$ cat config.mk
export PLATFORM = sky130hd
export DESIGN_NAME = usbls_rx
export DESIGN_NICKNAME = d
export VERILOG_FILES = /design/src/rtl/usbls_rx_pkg.sv /design/src/rtl/usbls_rx_sync.sv /design/src/rtl/usbls_rx_phase.sv /design/src/rtl/usbls_rx_core.sv /design/src/rtl/usbls_rx.sv
export SDC_FILE = /design/constraint.sdc
export NUM_CORES = 1
export LEC_CHECK = 0
export ABC_CLOCK_PERIOD_IN_PS = 2280
export BUFFER_PORTS_ARGS = -buffer_cell sky130_fd_sc_hd__buf_4
export CAP_MARGIN = 5
export CELL_PAD_IN_SITES_DETAIL_PLACEMENT = 2
export CELL_PAD_IN_SITES_GLOBAL_PLACEMENT = 2
export CORE_UTILIZATION = 39
export DETAILED_ROUTE_END_ITERATION = 10
export PLACE_DENSITY = 0.79
export SLEW_MARGIN = 20
export SYNTH_ARGS = -nofsm -noshare
export SYNTH_HDL_FRONTEND = slang
export SYNTH_SLANG_ARGS = --single-unit
$ cat constraint.sdc
create_clock -name clk -period 2.28 [get_ports clk]
set_input_delay 0.114 -clock clk [delete_from_list [all_inputs] [get_ports clk]]
set_output_delay 0.114 -clock clk [all_outputs]
set_load 0.01 [all_outputs]
$ cat src/rtl/usbls_rx_pkg.sv
`timescale 1ns/1ps
package usbls_rx_pkg;
   localparam int BYTE_W    = 8;
   localparam int IDX_W     = 3;
   localparam int RUN_W     = 3;
   localparam int STUFF_RUN = 6;

   typedef enum logic [1:0] {
      ST_HUNT = 2'd0,
      ST_SYNC = 2'd1,
      ST_DATA = 2'd2
   } rx_state_e;
endpackage

$ cat src/rtl/usbls_rx_sync.sv
`timescale 1ns/1ps
module usbls_rx_sync #(
   parameter int               WIDTH   = 2,
   parameter int               STAGES  = 2,
   parameter logic [WIDTH-1:0] RST_VAL = '0
) (
   input  logic             clk,
   input  logic             rst_n,
   input  logic [WIDTH-1:0] d_async,
   output logic [WIDTH-1:0] d_sync
);
   generate
      if (STAGES < 2) begin : g_bad_stages
         $error("usbls_rx_sync: STAGES must be at least 2");
      end
   endgenerate

   logic [STAGES-1:0][WIDTH-1:0] stg;

   always_ff @(posedge clk or negedge rst_n) begin
      if (!rst_n) begin
         for (int i = 0; i < STAGES; i++) stg[i] <= RST_VAL;
      end else begin
         stg[0] <= d_async;
         for (int i = 1; i < STAGES; i++) stg[i] <= stg[i-1];
      end
   end

   assign d_sync = stg[STAGES-1];
endmodule

$ cat src/rtl/usbls_rx_phase.sv
`timescale 1ns/1ps
module usbls_rx_phase #(
   parameter int OVS = 8
) (
   input  logic clk,
   input  logic rst_n,
   input  logic dm_s,
   input  logic dp_s,
   output logic strobe,
   output logic k_edge
);
   localparam int          CW   = $clog2(OVS);
   localparam logic [CW-1:0] MID  = CW'(OVS / 2);
   localparam logic [CW-1:0] LAST = CW'(OVS - 1);
   localparam logic [CW-1:0] ONE  = CW'(1);

   generate
      if (OVS < 4 || (OVS % 2) != 0) begin : g_bad_ovs
         $error("usbls_rx_phase: OVS must be even and at least 4");
      end
   endgenerate

   logic          dm_d;
   logic [CW-1:0] ph;
   logic          dm_chg;

   assign dm_chg = dm_s ^ dm_d;

   always_ff @(posedge clk or negedge rst_n) begin
      if (!rst_n) begin
         dm_d <= 1'b1;
         ph   <= '0;
      end else begin
         dm_d <= dm_s;
         if (dm_chg)          ph <= ONE;
         else if (ph == LAST) ph <= '0;
         else                 ph <= ph + ONE;
      end
   end

   assign strobe = (ph == MID);
   assign k_edge = dm_d & ~dm_s & dp_s;

   // samples are one bit apart, never in adjacent cycles
   a_r9_strobe_gap: assert property (@(posedge clk) disable iff (!rst_n)
      strobe |=> !strobe);
endmodule

$ cat src/rtl/usbls_rx_core.sv
`timescale 1ns/1ps
module usbls_rx_core
   import usbls_rx_pkg::*;
#(
   parameter int MAX_BYTES = 8
) (
   input  logic              clk,
   input  logic              rst_n,
   input  logic              dm_s,
   input  logic              dp_s,
   input  logic              strobe,
   input  logic              k_edge,
   output logic [BYTE_W-1:0] rx_byte,
   output logic              rx_valid,
   output logic              rx_active,
   output logic              rx_eop,
   output logic              rx_overflow,
   output logic              rx_error
);
   localparam int            CNT_W    = $clog2(MAX_BYTES + 1);
   localparam logic [CNT_W-1:0] CNT_MAX = CNT_W'(MAX_BYTES);
   localparam logic [RUN_W-1:0] RUN_LIM = RUN_W'(STUFF_RUN);
   localparam logic [IDX_W-1:0] IDX_TOP = IDX_W'(BYTE_W - 1);

   generate
      if (MAX_BYTES < 1) begin : g_bad_max
         $error("usbls_rx_core: MAX_BYTES must be at least 1");
      end
   endgenerate

   rx_state_e         state;
   logic              prev_lvl;
   logic [RUN_W-1:0]  ones;
   logic [IDX_W-1:0]  bit_idx;
   logic [BYTE_W-1:0] shreg;
   logic [CNT_W-1:0]  byte_cnt;

   logic              dbit;
   logic              se0;
   logic              full;
   logic [BYTE_W-1:0] merged;

   always_comb begin
      dbit   = (dm_s == prev_lvl);
      se0    = !dm_s && !dp_s;
      full   = (byte_cnt == CNT_MAX);
      merged = shreg | (BYTE_W'(dbit) << bit_idx);
   end

   always_ff @(posedge clk or negedge rst_n) begin
      if (!rst_n) begin
         state       <= ST_HUNT;
         prev_lvl    <= 1'b1;
         ones        <= '0;
         bit_idx     <= '0;
         shreg       <= '0;
         byte_cnt    <= '0;
         rx_byte     <= '0;
         rx_valid    <= 1'b0;
         rx_eop      <= 1'b0;
         rx_overflow <= 1'b0;
         rx_error    <= 1'b0;
      end else begin
         rx_valid    <= 1'b0;
         rx_eop      <= 1'b0;
         rx_overflow <= 1'b0;
         rx_error    <= 1'b0;
         unique case (state)
            ST_HUNT: begin
               if (k_edge) begin
                  state    <= ST_SYNC;
                  prev_lvl <= 1'b1;
               end
            end
            ST_SYNC: begin
               if (strobe) begin
                  if (se0) begin
                     state <= ST_HUNT;
                  end else begin
                     if (!dm_s && !prev_lvl) begin
                        state    <= ST_DATA;
                        ones     <= RUN_W'(1);
                        bit_idx  <= '0;
                        shreg    <= '0;
                        byte_cnt <= '0;
                     end
                     prev_lvl <= dm_s;
                  end
               end
            end
            ST_DATA: begin
               if (strobe) begin
                  if (se0) begin
                     state <= ST_HUNT;
                     if (bit_idx != '0) begin
                        if (full) begin
                           rx_overflow <= 1'b1;
                        end else begin
                           rx_byte  <= shreg;
                           rx_valid <= 1'b1;
                           rx_eop   <= 1'b1;
                        end
                     end else begin
                        rx_eop <= 1'b1;
                     end
                  end else begin
                     prev_lvl <= dm_s;
                     if (ones == RUN_LIM) begin
                        if (dbit) begin
                           rx_error <= 1'b1;
                           state    <= ST_HUNT;
                        end else begin
                           ones <= '0;
                        end
                     end else begin
                        ones <= dbit ? ones + RUN_W'(1) : '0;
                        if (bit_idx == IDX_TOP) begin
                           bit_idx <= '0;
                           shreg   <= '0;
                           if (full) begin
                              rx_overflow <= 1'b1;
                              state       <= ST_HUNT;
                           end else begin
                              rx_byte  <= merged;
                              rx_valid <= 1'b1;
                              byte_cnt <= byte_cnt + CNT_W'(1);
                           end
                        end else begin
                           shreg   <= merged;
                           bit_idx <= bit_idx + IDX_W'(1);
                        end
                     end
                  end
               end
            end
            default: state <= ST_HUNT;
         endcase
      end
   end

   assign rx_active = (state == ST_DATA);

   // reception never starts straight from the edge search
   a_r2_no_skip_sync: assert property (@(posedge clk) disable iff (!rst_n)
      (state == ST_HUNT) |=> (state != ST_DATA));
   // the ones run never exceeds the stuffing limit
   a_r4_run_bound: assert property (@(posedge clk) disable iff (!rst_n)
      ones <= RUN_LIM);
   // an error pulse follows a full run of ones
   a_r5_error_after_run: assert property (@(posedge clk) disable iff (!rst_n)
      rx_error |-> ($past(ones) == RUN_LIM));
   // byte strobes are never back to back
   a_r7_valid_gap: assert property (@(posedge clk) disable iff (!rst_n)
      rx_valid |=> !rx_valid);
   // the stored byte count stays within the limit
   a_r8_cnt_bound: assert property (@(posedge clk) disable iff (!rst_n)
      byte_cnt <= CNT_MAX);
   // an overflowing byte is never delivered
   a_r8_ovf_no_valid: assert property (@(posedge clk) disable iff (!rst_n)
      rx_overflow |-> !rx_valid);
   // only one kind of packet end at a time
   a_r10_one_end: assert property (@(posedge clk) disable iff (!rst_n)
      $onehot0({rx_eop, rx_error, rx_overflow}));
   // a packet end closes an active reception
   a_r10_end_idle: assert property (@(posedge clk) disable iff (!rst_n)
      (rx_eop || rx_error || rx_overflow) |-> (!rx_active && $past(rx_active)));
endmodule

$ cat src/rtl/usbls_rx.sv
`timescale 1ns/1ps
module usbls_rx
   import usbls_rx_pkg::*;
#(
   parameter int OVS         = 8,
   parameter int MAX_BYTES   = 8,
   parameter int SYNC_STAGES = 2
) (
   input  logic              clk,
   input  logic              rst_n,
   input  logic              dp_in,
   input  logic              dm_in,
   output logic [BYTE_W-1:0] rx_byte,
   output logic              rx_valid,
   output logic              rx_active,
   output logic              rx_eop,
   output logic              rx_overflow,
   output logic              rx_error
);
   logic [1:0] line_s;
   logic       strobe;
   logic       k_edge;

   usbls_rx_sync #(
      .WIDTH   (2),
      .STAGES  (SYNC_STAGES),
      .RST_VAL (2'b01)
   ) u_sync (
      .clk     (clk),
      .rst_n   (rst_n),
      .d_async ({dp_in, dm_in}),
      .d_sync  (line_s)
   );

   usbls_rx_phase #(
      .OVS (OVS)
   ) u_phase (
      .clk    (clk),
      .rst_n  (rst_n),
      .dm_s   (line_s[0]),
      .dp_s   (line_s[1]),
      .strobe (strobe),
      .k_edge (k_edge)
   );

   usbls_rx_core #(
      .MAX_BYTES (MAX_BYTES)
   ) u_core (
      .clk         (clk),
      .rst_n       (rst_n),
      .dm_s        (line_s[0]),
      .dp_s        (line_s[1]),
      .strobe      (strobe),
      .k_edge      (k_edge),
      .rx_byte     (rx_byte),
      .rx_valid    (rx_valid),
      .rx_active   (rx_active),
      .rx_eop      (rx_eop),
      .rx_overflow (rx_overflow),
      .rx_error    (rx_error)
   );
endmodule

==> metrics.log, run 1 <==
INFO  metric outcome = completed
INFO  metric clock_power_share = 23.4%
INFO  metric placement_rows = 27
INFO  metric ant_nets = 0
INFO  metric p_leak = 1.23 nW
INFO  metric tritoncts = yes
INFO  metric layout.nets = 275
INFO  metric cts.sink_count = 41
INFO  metric synth_area_per_cell = 10.1 sq um
INFO  metric min_period_over_period = 91.5%
INFO  metric totalWireLength = 6200 um
INFO  metric dp_hpwl = 4460 um
INFO  metric timing.final.max_slew_violations = 0
INFO  metric swShare = 39.7%
INFO  metric whs = 0.319 ns
INFO  metric finClkSkew = 0.0104 ns
INFO  metric peak_vdd_ir = 405 uV
INFO  metric clk_pin_slew = 0.09 ns
INFO  metric timing.critical_path.slowest_stage_cell = sky130_fd_sc_hd__dfrtp_1
INFO  metric power_frac_seq = 34.8%
INFO  metric floorplan.die.width = 78.2 um
INFO  metric cts_made_buffers = 5
INFO  metric timing.critical_path.cells = ha_1, ha_1, nand2b_1, o221a_2, o221ai_1, mux2_2
INFO  metric crit_arrival = 2.28 ns
INFO  metric setup_total_negative_slack = 0 ns
INFO  metric insertedDiodeCount = 0
INFO  metric synth-warning-count = 0
INFO  metric initial_core_util = 40.9%
INFO  metric maxCapViolations = 0
INFO  metric final_critical_path_setup_slack = 0.194 ns
INFO  metric grt_pass1_vias = 1944
INFO  metric report.final.setup_viol = 0
INFO  metric worst-slew-pin-transition = 0.549 ns
INFO  metric crit_path_end_kind = register
INFO  metric synthesis.area = 2260 sq um
INFO  metric drt_first_iter_violations = 54
INFO  metric crit_top_cell = sky130_fd_sc_hd__ha_1
INFO  metric cp.required = 2.48 ns
INFO  metric crit_path_category = reg -> reg
INFO  metric total_net_switching_power = 1.07 mW
INFO  metric ios = 17
INFO  metric grt_use_total = 22.3%
INFO  metric fp.coreArea = 5540 sq um
INFO  metric setup_repair_after_global_routing_missed_its_margin = false
INFO  metric max_frequency = 479 MHz
INFO  metric mappedNetlistNets = 245
INFO  metric drive_gt1_share = 20.0%
INFO  metric grt_max_degree = 42
INFO  metric synth.yosys.seq_area_share = 45.6%
INFO  metric port_buffers = 16
INFO  metric path_max_fanout = 5
INFO  metric first_pass_iters = 4
INFO  metric comb_power_share = 41.7%
INFO  metric grt_first_pass_wirelength = 10300 um
INFO  metric ctsRootBufferMaster = sky130_fd_sc_hd__clkbuf_8
INFO  metric synth-edff-count = 0
INFO  metric routed_wire_length_per_instance = 18.9 um
INFO  metric final_hold_viol_count = 0
INFO  metric top_cell_family_by_delay_on_the_critical_path = compound AO/OA/AOI/OAI gates
INFO  metric timing.critical_path.slowest_cell_delay = 0.39 ns
INFO  metric post-route-drc-count = 0
INFO  metric drt-vias-per-instance = 5.50
INFO  metric antenna_found_initial = 0
INFO  metric placement.setup.worst_slack = 0.200 ns
INFO  metric slew-limit-headroom = 63.4%
INFO  metric synth_async_sr_flop_share = 100%
INFO  metric grt-ovfl-total = 0
INFO  metric route.vias.total = 1797
INFO  metric die_area = 6110 sq um
INFO  metric dieHeight = 78.2 um
INFO  metric clockBufferDepth = 2
INFO  metric internal-power = 1.62 mW
INFO  metric clock_h_tree_levels = 2
INFO  metric yosys.cell_types.count = 49
INFO  metric synth_flop_cell = sky130_fd_sc_hd__dfrtp_1
INFO  metric power-per-cell-area = 1010 nW/um^2
INFO  metric cts.repair_timing.setup_buffer_count = 0
INFO  metric period_minus_slack = 2.09 ns
INFO  metric cts_repair_resize_count = 0
INFO  metric hold_path.class = in -> async
INFO  metric path_buf_inv = 0
INFO  metric gp_routability_congestion = 0.828
INFO  metric worst_setup_path_start_kind = register
INFO  metric clock_insertion_delay_worst_skew = 0.30 ns
INFO  metric postSynthRegisterBits = 41
INFO  metric area_growth = 17.7%
INFO  metric synthCells = 224
-- synthesized netlist by cell type (2+ instances only) --
| master | instances | share of area [%] |
|---|---|---|
| sky130_fd_sc_hd__nor2b_1 | 2 | 0.55 |
| sky130_fd_sc_hd__nand3_1 | 10 | 2.2 |
| sky130_fd_sc_hd__nand2b_1 | 8 | 2.2 |
| sky130_fd_sc_hd__a211o_1 | 3 | 1.2 |
| sky130_fd_sc_hd__inv_1 | 20 | 3.3 |
| sky130_fd_sc_hd__o21bai_1 | 3 | 0.99 |
| sky130_fd_sc_hd__a211oi_1 | 2 | 0.66 |
| sky130_fd_sc_hd__clkbuf_1 | 3 | 0.50 |
| sky130_fd_sc_hd__o2bb2ai_1 | 2 | 0.77 |
| sky130_fd_sc_hd__nand2_1 | 12 | 2.0 |
| sky130_fd_sc_hd__nor3_1 | 6 | 1.3 |
| sky130_fd_sc_hd__mux2_4 | 3 | 2.0 |
| sky130_fd_sc_hd__o311ai_1 | 2 | 0.77 |
| sky130_fd_sc_hd__nor2_1 | 17 | 2.8 |
| sky130_fd_sc_hd__and2_1 | 4 | 1.1 |
| sky130_fd_sc_hd__dfrtp_1 | 37 | 41 |
| sky130_fd_sc_hd__ha_1 | 17 | 9.4 |
| sky130_fd_sc_hd__a31oi_1 | 14 | 3.9 |
| sky130_fd_sc_hd__nand4_1 | 4 | 1.1 |
| sky130_fd_sc_hd__a21oi_1 | 6 | 1.3 |
| sky130_fd_sc_hd__dfstp_2 | 4 | 4.6 |
| sky130_fd_sc_hd__mux2i_1 | 6 | 2.7 |
| sky130_fd_sc_hd__buf_6 | 2 | 0.99 |
| sky130_fd_sc_hd__buf_2 | 4 | 0.88 |
| sky130_fd_sc_hd__o21ai_0 | 9 | 2.0 |
-- area by class of cell --
type	instances	area, sq um
clock buffer	7	86.3
clock inverter	1	30.0
fill	589	2880
inverter	20	75.1
multi-input combinational	154	1100
sequential	41	1030
tap	72	90.1
timing repair buffer	32	248
-- logic make-up after synthesis --
logic type,after synthesis,synth area share [%]
flops,41,45.6
buf+inv,29,5.69
fa+ha+maj,17,9.40
mux,10,5.14
compound gates,57,18.6
simple gates,70,15.6
-- power groups by stage --
stage	combinational (mW)	sequential [mW]	clock, mW
detailed placement	1.11	0.952	0
floorplan	0.760	0.921	0
CTS	1.13	0.938	0.646
global route	1.24	0.951	0.668
global placement	1.06	0.944	0
finish	1.12	0.937	0.630
-- registers in the layout, indices dropped and copies added, names as in the netlist --
| name | flops |
|---|---|
| u_core.rx_byte | 8 |
| u_core.shreg | 8 |
| u_core.byte_cnt | 4 |
| u_core.bit_idx | 3 |
| u_core.ones | 3 |
| u_phase.ph | 3 |
| u_core.state | 2 |
| u_sync.d_sync | 2 |
| u_sync.stg | 2 |
| u_core.prev_lvl | 1 |
| u_core.rx_eop | 1 |
| u_core.rx_error | 1 |
| u_core.rx_overflow | 1 |
| u_core.rx_valid | 1 |
| u_phase.dm_d | 1 |
-- layer usage --
layer | track usage (%) | up-vias | share of wire, %
met3 | 3.95 | 6 | 2.3
met2 | 38.9 | 19 | 50
li1 | - | 856 | -
met4 | 6.30 | 0 | 1.1
met5 | 0 | - | 0
met1 | 28.1 | 916 | 46
-- timing repair --
| action | CTS | global route |
|---|---|---|
| endpoints found under the hold margin | 39 | 0 |
| hold buffers | 3 | 0 |
| setup endpoints to repair | 0 | 0 |
-- final timing paths --
path	cells past startpoint	to	startpoint	slack, ns
min in group clk	0	u_sync.d_sync[0]	u_sync.stg[0]	0.36
max reg2reg	6	u_core.state[0]	u_core.bit_idx[0]	0.19
min	2	u_core.ones[1]	rst_n	0.32
max in group asynchronous	2	u_core.prev_lvl	rst_n	1.55
min reg2reg	0	u_sync.d_sync[0]	u_sync.stg[0]	0.36
max	6	u_core.state[0]	u_core.bit_idx[0]	0.19
-- layout by cell type (no fill, tap or decap), types with 2 or more instances in the layout --
| cell | n |
|---|---|
| sky130_fd_sc_hd__mux2_4 | 3 |
| sky130_fd_sc_hd__inv_1 | 20 |
| sky130_fd_sc_hd__and2_1 | 4 |
| sky130_fd_sc_hd__o21bai_1 | 3 |
| sky130_fd_sc_hd__nor3_1 | 6 |
| sky130_fd_sc_hd__a21oi_1 | 6 |
| sky130_fd_sc_hd__clkbuf_8 | 6 |
| sky130_fd_sc_hd__ha_1 | 17 |
| sky130_fd_sc_hd__dfstp_2 | 4 |
| sky130_fd_sc_hd__nand4_1 | 4 |
| sky130_fd_sc_hd__nand2b_1 | 8 |
| sky130_fd_sc_hd__mux2i_1 | 6 |
| sky130_fd_sc_hd__o2bb2ai_1 | 2 |
| sky130_fd_sc_hd__a211o_1 | 3 |
| sky130_fd_sc_hd__o311ai_1 | 2 |
| sky130_fd_sc_hd__buf_4 | 29 |
| sky130_fd_sc_hd__nand3_1 | 10 |
| sky130_fd_sc_hd__dlygate4sd3_1 | 3 |
| sky130_fd_sc_hd__nand2_1 | 12 |
| sky130_fd_sc_hd__a211oi_1 | 2 |
| sky130_fd_sc_hd__nor2b_1 | 2 |
| sky130_fd_sc_hd__o21ai_0 | 9 |
| sky130_fd_sc_hd__a31oi_1 | 14 |
| sky130_fd_sc_hd__nor2_1 | 17 |
| sky130_fd_sc_hd__dfrtp_1 | 37 |
-- metrics by stage --
stage	area, sq um	cells	util (%)	power, mW
detailed placement	2520	316	45.4	2.06
CTS	2660	327	48.1	2.71
global route	2660	327	48.1	2.86
finish	2660	327	48.1	2.69
floorplan	2260	224	-	1.68
global placement	2520	316	45.4	2.00
-- worst reg2reg max path: cells and delay by family, from the launching register on --
family | cells | cell delay, ns
DFF | 1 | 0.39
AOI/OAI and AO/OA | 2 | 0.52
and+or+nand+nor | 1 | 0.27
muxes | 1 | 0.36
adders and majority gates | 2 | 0.44
Note: power is estimated with default switching activity, not from simulation.
==> run 2: changes to the inputs <==
--- a/config.mk
+++ b/config.mk
@@ -13,6 +13,7 @@
 export CORE_UTILIZATION = 39
 export DETAILED_ROUTE_END_ITERATION = 10
 export PLACE_DENSITY = 0.79
+export REMOVE_ABC_BUFFERS = 1
 export SLEW_MARGIN = 20
 export SYNTH_ARGS = -nofsm -noshare
 export SYNTH_HDL_FRONTEND = slang
==> metrics.log, run 2 (synthesized netlist as in run 1, its figures left out) <==
INFO  metric mostFrequentLayoutCells = sky130_fd_sc_hd__dfrtp_1, sky130_fd_sc_hd__buf_4, sky130_fd_sc_hd__inv_1, sky130_fd_sc_hd__nor2_1, sky130_fd_sc_hd__ha_1
INFO  metric cp.required = 2.49 ns
INFO  metric die_area = 6110 sq um
INFO  metric dp_hpwl = 4340 um
INFO  metric drive_gt1_share = 19.3%
INFO  metric path_max_fanout = 9
INFO  metric grt-ovfl-total = 0
INFO  metric top_cell_family_by_delay_on_the_critical_path = flip-flops
INFO  metric port_buffers = 16
INFO  metric power_frac_seq = 37.1%
INFO  metric max_frequency = 471 MHz
INFO  metric worst-slew-pin-transition = 0.562 ns
INFO  metric cts_made_buffers = 5
INFO  metric outcome = completed
INFO  metric maxCapViolations = 0
INFO  metric total_power = 2.54 mW
INFO  metric drt-vias-per-instance = 5.61
INFO  metric min_period_over_period = 93.1%
INFO  metric final_hold_viol_count = 0
INFO  metric hold_path.class = in -> async
INFO  metric placement_rows = 27
INFO  metric routed_wire_length_per_instance = 18.8 um
INFO  metric grt_first_pass_wirelength = 10600 um
INFO  metric timing.critical_path.slowest_stage_cell = sky130_fd_sc_hd__dfstp_2
INFO  metric floorplan.die.width = 78.2 um
INFO  metric insertedDiodeCount = 0
INFO  metric biggestRegsByFlops = u_core.rx_byte (8), u_core.shreg (8), u_core.byte_cnt (4)
INFO  metric layout.nets = 274
INFO  metric ctsHoldBuffers = 3
INFO  metric swShare = 42.0%
INFO  metric fp.coreArea = 5540 sq um
INFO  metric cts.repair_timing.setup_buffer_count = 0
INFO  metric totalWireLength = 6130 um
INFO  metric ant_nets = 0
INFO  metric post-route-drc-count = 0
INFO  metric area_growth = 15.9%
INFO  metric p_leak = 1.20 nW
INFO  metric route.vias.total = 1830
INFO  metric stdcell_count = 326
INFO  metric crit_path_category = reg -> reg
INFO  metric comb_power_share = 44.2%
INFO  metric timing.critical_path.slowest_cell_delay = 0.61 ns
INFO  metric grt_use_total = 22.5%
INFO  metric crit_arrival = 2.34 ns
INFO  metric clock_power_share = 18.7%
INFO  metric setup_repair_after_global_routing_missed_its_margin = false
INFO  metric internal-power = 1.47 mW
INFO  metric clock_insertion_delay_worst_skew = 0.30 ns
INFO  metric placement.setup.worst_slack = 0.202 ns
INFO  metric grt_pass1_vias = 2030
INFO  metric dp_cells = 315
INFO  metric timing.final.max_slew_violations = 0
INFO  metric crit_path_end_kind = register
INFO  metric setup_total_negative_slack = 0 ns
INFO  metric worst_setup_path_start_kind = register
INFO  metric slew-limit-headroom = 62.1%
INFO  metric path_buf_inv = 2
INFO  metric finClkSkew = 0.00858 ns
INFO  metric clockBufferDepth = 2
INFO  metric total_net_switching_power = 1.06 mW
INFO  metric dieHeight = 78.2 um
INFO  metric clock_h_tree_levels = 2
INFO  metric antenna_found_initial = 0
INFO  metric report.final.setup_viol = 0
INFO  metric ctsRootBufferMaster = sky130_fd_sc_hd__clkbuf_8
INFO  metric peak_vdd_ir = 396 uV
INFO  metric drt_first_iter_violations = 69
INFO  metric timing.critical_path.cells = inv_1, ha_1, buf_4, nand2b_1, nor2_1, a31oi_1, mux2i_1
INFO  metric cts_repair_resize_count = 0
INFO  metric clk_pin_slew = 0.09 ns
INFO  metric fin_util = 47.4%
INFO  metric initial_core_util = 40.9%
INFO  metric final_critical_path_setup_slack = 0.157 ns
INFO  metric period_minus_slack = 2.12 ns
INFO  metric gp_routability_congestion = 0.771
INFO  metric power-per-cell-area = 966 nW/um^2
INFO  metric cts.sink_count = 41
INFO  metric grt_max_degree = 42
INFO  metric mostFrequentLayoutCell = sky130_fd_sc_hd__dfrtp_1
INFO  metric ios = 17
INFO  metric tritoncts = yes
INFO  metric first_pass_iters = 4
## run 2: cell count changes in the layout (fill, tap and decap cells not counted)
cell,change
sky130_fd_sc_hd__clkinvlp_4,+1
sky130_fd_sc_hd__bufinv_16,-1
sky130_fd_sc_hd__clkbuf_1,+1
sky130_fd_sc_hd__buf_4,-1
sky130_fd_sc_hd__clkbuf_8,-1
## run 2: final cells by class
type                       count  area [sq um]
clock inverter                 1          7.51
tap                           72          90.1
timing repair buffer          31           240
multi-input combinational    154          1100
clock buffer                   7          76.3
inverter                      20          75.1
sequential                    41          1030
fill                         595          2920
## run 2: per-stage QoR
stage	hold WS (ns)	cell area, sq um
after detailed placement	0.142	2510
after global placement	0.133	2510
after CTS	0.357	2620
after floorplan	-0.182	2210
final	0.336	2620
after global routing	0.366	2620
## run 2: worst paths after layout
kind	start	end	slack (ns)	cells after the start
worst max-delay path	u_sync.d_sync[0]	u_core.rx_byte[5]	0.16	7
worst min-delay path	rst_n	u_core.state[0]	0.34	2
worst max register to register	u_sync.d_sync[0]	u_core.rx_byte[5]	0.16	7
worst min register to register	u_sync.stg[1]	u_sync.d_sync[1]	0.36	0
max in group asynchronous	rst_n	u_sync.d_sync[0]	1.56	2
min in group clk	u_sync.stg[1]	u_sync.d_sync[1]	0.36	0
## run 2: power by group through the flow
stage	combinational (mW)	sequential [mW]	clock, mW
floorplan	0.722	0.935	0
global placement	1.05	0.940	0
detailed placement	1.09	0.954	0
CTS	1.12	0.940	0.489
global route	1.25	0.956	0.512
finish	1.12	0.941	0.475
## run 2: routing by layer
| layer | wire, um | track usage, % |
|---|---|---|
| met3 | 129 | 4.07 |
| met2 | 2880 | 35.9 |
| met1 | 3050 | 31.1 |
| met4 | 67 | 6.85 |
| met5 | 0 | 0 |
